## src/rtl/ecclog_pkg.sv

```systemverilog
package ecclog_pkg;
  localparam int COL_W  = 16;
  localparam int ROW_W  = 16;
  localparam int BANK_W = 3;
  localparam int RANK_W = 2;
  localparam int SYND_W = 8;
  localparam int LOG_W  = 64;
  localparam int STAT_W = 16;
  localparam int FLAG_W = 2;

  typedef struct packed {
    logic capUe;
    logic capCe;
    logic clrFlags;
  } chStrobe_t;

  function automatic logic [LOG_W-1:0] packLog(
    input logic [COL_W-1:0]  col,
    input logic [ROW_W-1:0]  row,
    input logic [BANK_W-1:0] bank,
    input logic [RANK_W-1:0] rank,
    input logic [SYND_W-1:0] synd,
    input logic              isUe
  );
    return {col, row, bank, rank, 3'b000, synd, 14'b0, isUe, ~isUe};
  endfunction
endpackage

```

## src/rtl/ecclog_ctrl.sv

```systemverilog
module ecclog_ctrl
  import ecclog_pkg::*;
#(
  parameter int NCH = 2,
  parameter int ADDR_W = 12,
  parameter logic [ADDR_W-1:0] STAT_ADDR = 12'h040
) (
  input  logic                        clk,
  input  logic                        rst_n,
  input  logic                        singleChan,
  input  logic [NCH-1:0]              ceIn,
  input  logic [NCH-1:0]              ueIn,
  input  logic                        regWrEn,
  input  logic [ADDR_W-1:0]           regAddr,
  input  logic [FLAG_W-1:0]           regWrData,
  input  logic [NCH-1:0][FLAG_W-1:0]  flagsQ,
  output chStrobe_t [NCH-1:0]         strobe,
  output logic [STAT_W-1:0]           statusQ
);
  logic [NCH-1:0] actMask;
  logic [NCH-1:0] ceAct, ueAct;
  logic           wrStat, clrAll;
  logic [FLAG_W-1:0] statFlags;

  assign wrStat = regWrEn && (regAddr == STAT_ADDR);
  assign clrAll = wrStat && (regWrData == 2'b11);

  for (genvar c = 0; c < NCH; c++) begin : g_ch
    logic [FLAG_W-1:0] effFlags;
    assign actMask[c] = (c == 0) || !singleChan;
    assign ceAct[c]   = ceIn[c] && actMask[c];
    assign ueAct[c]   = ueIn[c] && actMask[c];
    assign effFlags   = clrAll ? '0 : flagsQ[c];
    assign strobe[c].capUe    = ueAct[c] && !effFlags[1];
    assign strobe[c].capCe    = ceAct[c] && !ueAct[c] && (effFlags == '0);
    assign strobe[c].clrFlags = clrAll;
  end

  always_ff @(posedge clk) begin
    if (!rst_n) begin
      statFlags <= '0;
    end else begin
      statFlags[0] <= (|ceAct) | (statFlags[0] & ~(wrStat & regWrData[0]));
      statFlags[1] <= (|ueAct) | (statFlags[1] & ~(wrStat & regWrData[1]));
    end
  end

  assign statusQ = {{(STAT_W-FLAG_W){1'b0}}, statFlags};
endmodule

```

## src/rtl/ecclog_datapath.sv

```systemverilog
module ecclog_datapath
  import ecclog_pkg::*;
#(
  parameter int NCH = 2
) (
  input  logic                        clk,
  input  logic                        rst_n,
  input  chStrobe_t [NCH-1:0]         strobe,
  input  logic [NCH-1:0][COL_W-1:0]   errCol,
  input  logic [NCH-1:0][ROW_W-1:0]   errRow,
  input  logic [NCH-1:0][BANK_W-1:0]  errBank,
  input  logic [NCH-1:0][RANK_W-1:0]  errRank,
  input  logic [NCH-1:0][SYND_W-1:0]  errSynd,
  output logic [NCH-1:0][LOG_W-1:0]   logQ,
  output logic [NCH-1:0][FLAG_W-1:0]  flagsQ
);
  for (genvar c = 0; c < NCH; c++) begin : g_log
    always_ff @(posedge clk) begin
      if (!rst_n) begin
        logQ[c] <= '0;
      end else if (strobe[c].capUe) begin
        logQ[c] <= packLog(errCol[c], errRow[c], errBank[c], errRank[c], errSynd[c], 1'b1);
      end else if (strobe[c].capCe) begin
        logQ[c] <= packLog(errCol[c], errRow[c], errBank[c], errRank[c], errSynd[c], 1'b0);
      end else if (strobe[c].clrFlags) begin
        logQ[c][FLAG_W-1:0] <= '0;
      end
    end
    assign flagsQ[c] = logQ[c][FLAG_W-1:0];
  end
endmodule

```

## src/rtl/ecclog_regread.sv

```systemverilog
module ecclog_regread
  import ecclog_pkg::*;
#(
  parameter int NCH = 2,
  parameter int ADDR_W = 12,
  parameter logic [ADDR_W-1:0] STAT_ADDR  = 12'h040,
  parameter logic [ADDR_W-1:0] LOG_BASE   = 12'h280,
  parameter logic [ADDR_W-1:0] LOG_STRIDE = 12'h400
) (
  input  logic [ADDR_W-1:0]          regAddr,
  input  logic [STAT_W-1:0]          statusQ,
  input  logic [NCH-1:0][LOG_W-1:0]  logQ,
  output logic [LOG_W-1:0]           regRdData
);
  logic [NCH-1:0] logHit;

  for (genvar c = 0; c < NCH; c++) begin : g_dec
    localparam logic [ADDR_W-1:0] CH_ADDR = ADDR_W'(LOG_BASE + LOG_STRIDE * c);
    assign logHit[c] = (regAddr == CH_ADDR);
  end

  always_comb begin
    regRdData = '0;
    if (regAddr == STAT_ADDR) regRdData = {{(LOG_W-STAT_W){1'b0}}, statusQ};
    for (int c = 0; c < NCH; c++) begin
      if (logHit[c]) regRdData = logQ[c];
    end
  end
endmodule

```

## src/rtl/ecc_err_logger.sv

```systemverilog
module ecc_err_logger
  import ecclog_pkg::*;
#(
  parameter int NCH = 2,
  parameter int ADDR_W = 12,
  parameter logic [ADDR_W-1:0] STAT_ADDR  = 12'h040,
  parameter logic [ADDR_W-1:0] LOG_BASE   = 12'h280,
  parameter logic [ADDR_W-1:0] LOG_STRIDE = 12'h400
) (
  input  logic                        clk,
  input  logic                        rst_n,
  input  logic                        singleChan,
  input  logic [NCH-1:0]              ceIn,
  input  logic [NCH-1:0]              ueIn,
  input  logic [NCH-1:0][COL_W-1:0]   errCol,
  input  logic [NCH-1:0][ROW_W-1:0]   errRow,
  input  logic [NCH-1:0][BANK_W-1:0]  errBank,
  input  logic [NCH-1:0][RANK_W-1:0]  errRank,
  input  logic [NCH-1:0][SYND_W-1:0]  errSynd,
  input  logic [ADDR_W-1:0]           regAddr,
  input  logic                        regWrEn,
  input  logic [FLAG_W-1:0]           regWrData,
  output logic [LOG_W-1:0]            regRdData
);
  chStrobe_t [NCH-1:0]        strobe;
  logic [NCH-1:0][FLAG_W-1:0] flagsQ;
  logic [NCH-1:0][LOG_W-1:0]  logQ;
  logic [STAT_W-1:0]          statusQ;

  ecclog_ctrl #(.NCH(NCH), .ADDR_W(ADDR_W), .STAT_ADDR(STAT_ADDR)) u_ctrl (
    .clk(clk), .rst_n(rst_n), .singleChan(singleChan),
    .ceIn(ceIn), .ueIn(ueIn),
    .regWrEn(regWrEn), .regAddr(regAddr), .regWrData(regWrData),
    .flagsQ(flagsQ), .strobe(strobe), .statusQ(statusQ)
  );

  ecclog_datapath #(.NCH(NCH)) u_dp (
    .clk(clk), .rst_n(rst_n), .strobe(strobe),
    .errCol(errCol), .errRow(errRow), .errBank(errBank),
    .errRank(errRank), .errSynd(errSynd),
    .logQ(logQ), .flagsQ(flagsQ)
  );

  ecclog_regread #(.NCH(NCH), .ADDR_W(ADDR_W), .STAT_ADDR(STAT_ADDR),
                   .LOG_BASE(LOG_BASE), .LOG_STRIDE(LOG_STRIDE)) u_rd (
    .regAddr(regAddr), .statusQ(statusQ), .logQ(logQ), .regRdData(regRdData)
  );
endmodule

```

## config.mk

```make
export PLATFORM = sky130hd
export DESIGN_NAME = ecc_err_logger
export DESIGN_NICKNAME = d
export VERILOG_FILES = /design/src/rtl/ecclog_pkg.sv /design/src/rtl/ecclog_ctrl.sv /design/src/rtl/ecclog_datapath.sv /design/src/rtl/ecclog_regread.sv /design/src/rtl/ecc_err_logger.sv
export SDC_FILE = /design/constraint.sdc
export NUM_CORES = 1
export LEC_CHECK = 0
export BUFFER_PORTS_ARGS = -buffer_cell sky130_fd_sc_hd__clkbuf_2
export CORE_ASPECT_RATIO = 1.25
export CORE_MARGIN = 1.5
export CORE_UTILIZATION = 55
export CTS_BUF_LIST = sky130_fd_sc_hd__clkbuf_4 sky130_fd_sc_hd__clkbuf_8
export CTS_CLUSTER_SIZE = 40
export DETAILED_ROUTE_END_ITERATION = 8
export PLACE_DENSITY = 0.89
export SLEW_MARGIN = 25
export SYNTH_ARGS = -nofsm -noshare
export SYNTH_HDL_FRONTEND = slang
export SYNTH_SLANG_ARGS = --single-unit
```

## constraint.sdc

```tcl
create_clock -name clk -period 2.6 [get_ports clk]
set_input_delay 0.26 -clock clk [delete_from_list [all_inputs] [get_ports clk]]
set_output_delay 0.26 -clock clk [all_outputs]
set_load 0.01 [all_outputs]
```

==> metrics.txt, run 1 <==
Critical Path RT=2.34 ns; CP max stage cell=or4_4; Port Buf Inserts=158; worst reg2reg endpoint=u_dp.logQ[100]; status=completed; clk sinks=96; Vias/cell=5.96; GP Congestion=0.814; Setup Viol. Count Final=0; CTS tree=yes; Finished Layout Cells=1,180; register bit count reported by yosys=96; period utilisation layout=86.0%; Mapped Avg Cell Area=7.02 µm²; number of remaining DRC errors=0; Filler cells=1,046; multi-input logic area=4130 µm²; R2R setup slack=1.02 ns; critical path depth=6; postcts setup bufs=0; first-pass GRT wire length=28,900 µm; WHS Endpoint=u_ctrl.statFlags[0]; Final Critical Period=2.24 ns; most frequent cells in the layout=nand2_1, clkbuf_2, a21oi_1; Post-Synthesis Cells=930; core region area=11,600 µm²; Overflow after GRT=0; Hold Buf Count CTS=0; reg-to-reg critical path startpoint=u_dp.flagsQ[3]; Clock Skews=0.0107 ns; critical path cell sequence=clkbuf_2 -> or4_4 -> nor4_2 -> buf_12 -> a22o_1 -> clkbuf_2; layout cells sized above 1=19.7%; most common library cell in the layout ignoring fill and taps=nand2_1; Pwr Total=3460 µW; Placement Rows=44; Buf/Inv on CP=3; number of antenna diodes=0; Final Max Tran Viols=0; number of global-route vias before repair=6,279; Max-Cap Viols=0; slew at the pin with the worst max-slew slack=0.864 ns; worst reg2reg path depth=4; initial antenna violation count=0; cell area after synthesis=6530 µm²; antenna viol nets, final=0; drt wl/cell=15.2 µm; Synthesis Warnings=0; clk_lat worst skew=0.37 ns; final net count=1,126; Die Y=125 µm; Worst Path Max Fanout=47; Initial Util=56.2%; LEAKAGE=0.00358 µW; TritonRoute pass-1 iters=6; die area=12,500 µm²; Worst Setup End Kind=primary output; Seq. cell area=1920 µm²; RSZ-0062 raised after global routing=no; WL final=17,900 µm; first-iteration detailed-routing DRC count=455; max frequency=447 MHz; asr flop ratio synth=0%; Critical Path AT=1.98 ns; P&R area growth vs syn=15.2%; Bufs on Longest Clock Path=2; Top delay family on crit path=simple AND/OR/NAND/NOR gates; Hold Path Depth=2; CTS Root Cell=clkbuf_8; CP Class=input port to primary output; Pwr Density=460 nW/µm²; placed cells=1,164; Die W=100 µm; Vias=7,030; Most Frequent Cell on Critical Path=clkbuf_2; total number of H-tree levels=3; TritonCTS Buffers=9; post_cts resized=0; synth unique cells=35; # IOs=176; final hold violation count=0; Reg clk slew, reported paths=0.10 ns; hpwl dp=11,300 µm; Total GRT Usage=28.0%; VDD IR-drop max=243 µV; Main synth FF type=dfxtp_1; number of synthesized flops with an enable pin=0; type of the tightest min-delay check=input port to register; Slew HR=42.3%; register area share after synthesis=29.4%; Hold Path Origin=regWrData[0]; largest net degree at the start of global routing=142; Critical Path Max Stage Delay=0.56 ns; Worst setup SP type=input port; total negative slack=0 ns
==> state kept, by name, summed over array words and instances, names as in the netlist <==
register          cells
u_dp.logQ            90
u_dp.flagsQ           4
u_ctrl.statFlags      2
==> worst reg2reg max path: stages, from the launching register on <==
cell      delay [ns]
dfxtp_1         0.38
inv_2           0.65
a21oi_1         0.17
nand2_1         0.12
o311ai_1        0.12
==> how the worst max path moves through the flow <==
stage / from / endpoint / slack (ns)
floorplan: regAddr[3] / regRdData[33] / 0.41
global placement: regAddr[3] / u_dp.logQ[100] / 0.36
detailed placement: regAddr[3] / u_dp.logQ[110] / 0.29
CTS: regAddr[3] / regRdData[1] / 0.39
global route: regAddr[3] / regRdData[0] / 0.33
finish: regAddr[3] / regRdData[34] / 0.36
==> layer usage <==
layer  up-vias  wire length (µm)  share of wire [%]  global-route usage (%)
met5         -                 0                  0                       0
met4         0               491                2.7                    11.8
met3        42              1300                7.2                    4.32
met2       325              8760                 49                    47.5
met1      3226              7350                 41                    34.9
li1       3437                 -                  -                       -
==> final cells by class <==
| type | instances | area share (%) |
|---|---|---|
| timing repair buffer | 173 | 13.4 |
| sequential | 96 | 25.5 |
| tap | 161 | 2.68 |
| multi-input combinational | 728 | 54.9 |
| clock inverter | 6 | 1.43 |
| inverter | 6 | 0.299 |
| clock buffer | 10 | 1.75 |
==> cell usage after synthesis, types with 5 or more instances <==
cell,number,area share [%]
a21oi_1,139,11
a22o_1,45,6.0
a31oi_1,46,4.4
and3_1,45,4.3
buf_1,7,0.40
buf_2,10,0.77
buf_4,17,2.0
buf_6,6,1.0
clkbuf_1,76,4.4
dfxtp_1,96,29
inv_1,5,0.29
mux2i_1,45,6.9
nand2_1,227,13
nor2_1,46,2.6
nor2b_1,49,4.7
o311ai_1,45,6.0
==> cell families (layout without fill, tap and decap cells) <==
family | after synthesis | after routing | synth area share (%)
and+or+nand+nor | 383 | 383 | 26.5
muxes | 45 | 45 | 6.90
AOI/OAI and AO/OA | 283 | 283 | 28.2
other | 1 | 17 | 0.0574
DFF | 96 | 96 | 29.4
buffers and inverters | 122 | 195 | 8.87
==> power breakdown <==
group	internal [µW]	total, µW	switching [µW]
combinational	243	609	366
clock	647	1190	544
sequential	1590	1660	69.7
==> through the flow <==
stage	utilization, %	cell area [µm²]	setup slack [ns]	hold WS (ns)
floorplan	-	6590	0.411	0.381
global placement	62.7	7280	0.364	0.500
detailed placement	62.7	7280	0.294	0.508
CTS	64.8	7520	0.389	0.109
global route	64.8	7520	0.326	0.129
finish	64.8	7520	0.363	0.123
Note: power is estimated with default switching activity, not from simulation.
==> run 2: changes to the inputs <==
--- a/constraint.sdc
+++ b/constraint.sdc
@@ -3,2 +3,2 @@
 set_output_delay 0.26 -clock clk [all_outputs]
-set_load 0.01 [all_outputs]
+set_load 0.1 [all_outputs]
==> run 2 against run 1 <==
Count of clock-buffer cells in the layout is 4 higher. Global-route usage is 1.1 points higher. Cell count is 0.51% higher. Critical path type unchanged. Flip-flop and latch count stayed put. Largest power group unchanged. First-iteration DRC count is 7.7% higher. Clock skew is 0.0011 ns lower. Critical path depth is 1 higher. Highest routed layer unchanged. Sequential power hardly changed. Combinational power is 16% higher. Sequential share of layout area is 2.3 points lower. Final area is 9.9% higher. Setup slack worse by 0.052 ns.
==> metrics.txt, run 2 (synthesis results as in run 1) <==
status=completed (unchanged); number of remaining DRC errors=0 (unchanged); first-pass GRT wire length=29,900 µm (was 28,900 µm); Placement Rows=44 (unchanged); Pwr Total=3420 µW (was 3460 µW); max frequency=437 MHz (was 447 MHz); die area=12,500 µm² (unchanged); layout cells sized above 1=23.1% (was 19.7%); Worst setup SP type=input port (unchanged); number of antenna diodes=0 (unchanged); number of global-route vias before repair=6,377 (was 6,279); Hold Buf Count CTS=0 (unchanged); Critical Path RT=2.34 ns (about the same); Worst Setup End Kind=primary output (unchanged); Seq pwr share=48.8% (was 48.0%); Final Critical Period=2.29 ns (was 2.24 ns); Most Frequent Cell on Critical Path=buf_12 (was clkbuf_2); hpwl dp=12,300 µm (was 11,300 µm); VDD IR-drop max=259 µV (was 243 µV); worst reg2reg endpoint=u_dp.logQ[84] (was u_dp.logQ[100]); RSZ-0062 raised after global routing=no (unchanged); period utilisation layout=88.0% (was 86.0%); Worst Path Max Fanout=47 (unchanged); Setup Viol. Count Final=0 (unchanged); Final Max Tran Viols=0 (unchanged); Total GRT Usage=29.1% (was 28.0%); Vias=7,215 (was 7,030); Bufs on Longest Clock Path=2 (unchanged); Top delay family on crit path=simple AND/OR/NAND/NOR gates (unchanged); Max-Cap Viols=0 (unchanged); Critical Path Max Stage Delay=0.56 ns (about the same); type of the tightest min-delay check=input port to register (unchanged); Pwr Density=413 nW/µm² (was 460 nW/µm²); slew at the pin with the worst max-slew slack=0.958 ns (was 0.864 ns); largest net degree at the start of global routing=91 (was 142); TritonRoute pass-1 iters=6 (unchanged); Die W=100 µm (unchanged); postcts setup bufs=0 (unchanged); most common library cell in the layout ignoring fill and taps=nand2_1 (unchanged); initial antenna violation count=0 (unchanged); Buf/Inv on CP=4 (was 3); Net Switching=1060 µW (was 980 µW); most frequent cells in the layout=nand2_1, a21oi_1, clkbuf_2 (was nand2_1, clkbuf_2, a21oi_1); Logic pwr share=20.6% (was 17.6%); final net count=1,132 (was 1,126); critical path cell sequence=clkbuf_2 -> or4_4 -> nor4_2 -> buf_12 -> a222oi_1 -> inv_1 -> buf_12 (was clkbuf_2 -> or4_4 -> nor4_2 -> buf_12 -> a22o_1 -> clkbuf_2); clk sinks=96 (unchanged); CP Capture Point=regRdData[1] (was regRdData[34]); CTS tree=yes (unchanged); internal power=2360 µW (was 2480 µW); Reg clk slew, reported paths=0.09 ns (was 0.10 ns); R2R setup slack=0.96 ns (was 1.02 ns); clock power share=30.6% (was 34.4%); Critical Path AT=2.03 ns (was 1.98 ns); Die Y=125 µm (unchanged); final hold violation count=0 (unchanged); TritonCTS Buffers=9 (unchanged); worst reg2reg path depth=4 (unchanged); GP Congestion=0.815 (was 0.814); core region area=11,600 µm² (unchanged); register name with the most flops=u_dp.logQ (unchanged); critical path depth=7 (was 6); P&R area growth vs syn=26.7% (was 15.2%); CP Class=input port to primary output (unchanged); reg-to-reg critical path startpoint=u_dp.flagsQ[3] (unchanged); Clock Skews=0.00953 ns (was 0.0107 ns); post_cts resized=0 (unchanged); # IOs=176 (unchanged); CTS Root Cell=clkbuf_8 (unchanged); Port Buf Inserts=158 (unchanged); Initial Util=56.2% (unchanged); Overflow after GRT=0 (unchanged); drt wl/cell=15.7 µm (was 15.2 µm); LEAKAGE=0.00377 µW (was 0.00358 µW); WL final=18,600 µm (was 17,900 µm); total negative slack=0 ns (unchanged); number of flip-flops in the largest register=90 (unchanged); Vias/cell=6.08 (was 5.96); antenna viol nets, final=0 (unchanged); first-iteration detailed-routing DRC count=490 (was 455); Slew HR=36.2% (was 42.3%); CP Launch Point=regAddr[3] (unchanged); clk_lat worst skew=0.36 ns (was 0.37 ns); CP max stage cell=or4_4 (unchanged); total number of H-tree levels=3 (unchanged); switching share of power=31.0% (was 28.3%)
[run 2: cell type report]
type	count	area, µm²
inverter	6	22.5
fill	856	3350
clock inverter	2	37.5
timing repair buffer	179	1750
tap	161	201
multi-input combinational	728	4170
sequential	96	1920
clock buffer	14	174
[run 2: power groups by stage]
stage | logic [µW] | registers [µW] | clock network, µW
finish | 704 | 1670 | 1050
global route | 767 | 1680 | 1110
CTS | 695 | 1660 | 1060
detailed placement | 693 | 1700 | 0
global placement | 674 | 1690 | 0
floorplan | 522 | 1670 | 0
[run 2: layer usage]
layer | GRT usage, % | vias to the layer above | part of all wire (%)
li1 | - | 3462 | -
met1 | 36.0 | 3354 | 39
met2 | 48.9 | 353 | 50
met3 | 4.88 | 46 | 7.4
met4 | 13.3 | 0 | 3.1
met5 | 0 | - | 0
[run 2: through the flow]
step                cells  setup slack, ns  utilization [%]  area, µm²  hold slack [ns]
floorplan             946            0.111                -       6630            0.381
global placement     1170            0.323             69.4       8060            0.495
detailed placement   1170            0.240             69.4       8060            0.503
CTS                  1186            0.305             71.2       8270            0.100
global route         1186            0.228             71.2       8270            0.128
finish               1186            0.311             71.2       8270            0.121
[run 2: how the worst min path moves through the flow]
stage | start | to | depth (start not counted)
final | regWrData[0] | u_ctrl.statFlags[0] | 2
after global routing | errRow[30] | u_dp.logQ[110] | 3
after CTS | regWrData[0] | u_ctrl.statFlags[0] | 2
after detailed placement | regWrData[0] | u_ctrl.statFlags[0] | 2
after global placement | regWrData[0] | u_ctrl.statFlags[0] | 2
after floorplan | regWrEn | u_ctrl.statFlags[0] | 1
[run 2: worst reg2reg max path, cell delays in order, from the launching register on]
cell,delay (ns)
dfxtp_1,0.39
inv_2,0.66
a21oi_1,0.21
nand2_1,0.13
o311ai_1,0.12
==> run 3: changes to the inputs <==
CORE_UTILIZATION = 53   (was 55)
HOLD_SLACK_MARGIN = 0.05   (was not set)
PLACE_DENSITY = 0.88   (was 0.89)
SYNTH_HIERARCHICAL = 1   (was not set)
==> run 3 against run 2 <==
The flow now finishes with violations (slew limit). Count of clock-buffer cells in the layout fell by 2. Global-route usage fell by 2.1 points. Utilization fell by 0.39 points. Power fell by 6.4%. First-iteration DRC count fell by 16%. Non-clock buffer count rose by 16. Critical path depth fell by 1. Critical endpoint is now regRdData[10].
==> metrics.txt, run 3 <==
Port Buf Inserts=172 (was 158); number of global-route vias before repair=5,106 (was 6,377); CP Class=input port to primary output (unchanged); most common library cell in the layout ignoring fill and taps=clkbuf_2 (was nand2_1); total number of H-tree levels=3 (unchanged); CTS tree=yes (unchanged); first-iteration detailed-routing DRC count=410 (was 490); Synthesis Warnings=6 (was 0); final hold violation count=0 (unchanged); max frequency=445 MHz (was 437 MHz); type of the tightest min-delay check=input port to register (unchanged); initial antenna violation count=0 (unchanged); clk sinks=96 (unchanged); antenna viol nets, final=0 (unchanged); Post-Synthesis Cells=694 (was 930); Filler cells=769 (was 856); postcts setup bufs=0 (unchanged); Max-Cap Viols=0 (unchanged); number of antenna diodes=0 (unchanged); Pwr Total=3200 µW (was 3420 µW); Worst Setup End Kind=primary output (unchanged); Final Cell Area=7230 µm² (was 8270 µm²); Final Max Tran Viols=3 (was 0); register area share after synthesis=34.1% (was 29.4%); CTS Root Cell=clkbuf_8 (unchanged); WL final=15,100 µm (was 18,600 µm); Seq pwr share=51.2% (was 48.8%); Seq. cell area=1920 µm² (unchanged); Overflow after GRT=0 (unchanged); register bit count reported by yosys=96 (unchanged); die area=11,300 µm² (was 12,500 µm²); RSZ-0062 raised after global routing=no (unchanged); status=finished, violations left (was completed); period utilisation layout=86.5% (was 88.0%); slew at the pin with the worst max-slew slack=1.72 ns (was 0.958 ns); GP Congestion=0.841 (was 0.815); Initial Util=55.2% (was 56.2%); VDD IR-drop max=386 µV (was 259 µV); cell area after synthesis=5640 µm² (was 6530 µm²); synth unique cells=39 (was 35); TritonRoute pass-1 iters=5 (was 6); number of synthesized flops with an enable pin=0 (unchanged); Critical Path AT=1.99 ns (was 2.03 ns); Worst Path Max Fanout=17 (was 47); Cell Area, Placed=7020 µm² (was 8060 µm²); Pwr Density=442 nW/µm² (was 413 nW/µm²); Logic pwr share=17.3% (was 20.6%); post_cts resized=0 (unchanged); Net Switching=889 µW (was 1060 µW); most common cell in the netlist=nand2_1 (unchanged); failing checks=slew limit; LEAKAGE=0.00291 µW (was 0.00377 µW); Yosys top cell area share=34.1% (was 29.4%); switching share of power=27.8% (was 31.0%); internal power=2310 µW (was 2360 µW); Reg clk slew, reported paths=0.09 ns (about the same); Worst setup SP type=input port (unchanged); clock power share=31.4% (was 30.6%); top cells by area, synth=dfxtp_1, o211ai_1, mux2i_1 (was dfxtp_1, nand2_1, a21oi_1); multi-input logic area=3080 µm² (was 4170 µm²); Vias=5,340 (was 7,215); Final Critical Period=2.25 ns (was 2.29 ns); P&R area growth vs syn=28.2% (was 26.7%); number of flip-flops in the largest register=90 (unchanged); Main synth FF type=dfxtp_1 (unchanged); # IOs=176 (unchanged); Die Y=118 µm (was 125 µm); Critical Path RT=2.34 ns (about the same); drt wl/cell=15.8 µm (was 15.7 µm); Bufs on Longest Clock Path=2 (unchanged); clk_lat worst skew=0.37 ns (was 0.36 ns); Hold Buf Count CTS=0 (unchanged); Clock Skews=0.0127 ns (was 0.00953 ns); layout cells sized above 1=28.6% (was 23.1%); Vias/cell=5.57 (was 6.08); number of remaining DRC errors=0 (unchanged); final net count=937 (was 1,132); most instantiated cells after synthesis=nand2_1, dfxtp_1, o211ai_1 (was nand2_1, a21oi_1, dfxtp_1); Slew HR=-15.3% (was 36.2%); core region area=10,200 µm² (was 11,600 µm²); final core occ=70.8% (was 71.2%); most frequent cells in the layout=clkbuf_2, nand2_1, dfxtp_1 (was nand2_1, a21oi_1, clkbuf_2); TritonCTS Buffers=9 (unchanged); largest net degree at the start of global routing=83 (was 91); hold_ws=0.0937 ns (was 0.121 ns); Setup Viol. Count Final=0 (unchanged); hpwl dp=10,700 µm (was 12,300 µm); Yosys top cell by area=dfxtp_1 (unchanged); Placement Rows=41 (was 44); asr flop ratio synth=0% (unchanged); Mapped Avg Cell Area=8.12 µm² (was 7.02 µm²); total negative slack=0 ns (unchanged); register name with the most flops=u_dp/logQ (was u_dp.logQ); first-pass GRT wire length=24,200 µm (was 29,900 µm); Die W=95.2 µm (was 100 µm); Total GRT Usage=27.0% (was 29.1%)
[run 3: stage by stage]
step           std cells  setup WS, ns
6_report             959         0.350
5_1_grt              959         0.243
4_1_cts              959         0.365
3_5_place_dp         943        0.0430
3_3_place_gp         943        0.0832
2_1_floorplan        740        -0.618
[run 3: area by class of cell]
cell class	count	area share (%)
Multi-Input combinational cell	519	42.6
Sequential cell	96	26.6
Timing Repair Buffer	195	25.5
Tap cell	129	2.23
Clock buffer	12	2.11
Clock inverter	4	0.727
Inverter	4	0.208
[run 3: cells by family (layout without fill, tap and decap cells)]
logic type	count (synthesis)	after routing	share of synthesized area, %
compound gates	224	224	26.3
simple gates	199	199	16.0
mux	48	48	8.52
flops	96	96	34.1
other cells	2	48	0.133
buf+inv	125	215	15.0
[run 3: critical path, stage by stage]
cell and delay, ns:
clkbuf_2 0.10, buf_4 0.13, and3b_1 0.52, o21ai_0 0.23, a211oi_2 0.27, clkbuf_2 0.49
[run 3: final timing paths]
kind	start	end	slack [ns]	depth (start not counted)
min	regWrData[0]	u_ctrl/statFlags[0]	0.09	2
min reg2reg	u_dp/logQ[92]	u_dp/logQ[92]	0.45	2
max	regAddr[9]	regRdData[10]	0.35	6
max reg2reg	u_dp/flagsQ[3]	u_dp/logQ[123]	0.77	5
[run 3: power by group through the flow]
stage | Combinational (µW) | Clock, µW | Sequential (µW)
after floorplan | 426 | 0 | 1650
after global placement | 526 | 0 | 1670
after detailed placement | 544 | 0 | 1670
after CTS | 548 | 1020 | 1640
after global routing | 605 | 1090 | 1650
final | 554 | 1010 | 1640
[run 3: per-layer routing]
metal	global-route usage, %	part of all wire (%)
met1	32.3	39
met2	45.0	50
met3	4.95	7.3
met4	14.3	3.7
met5	0	0
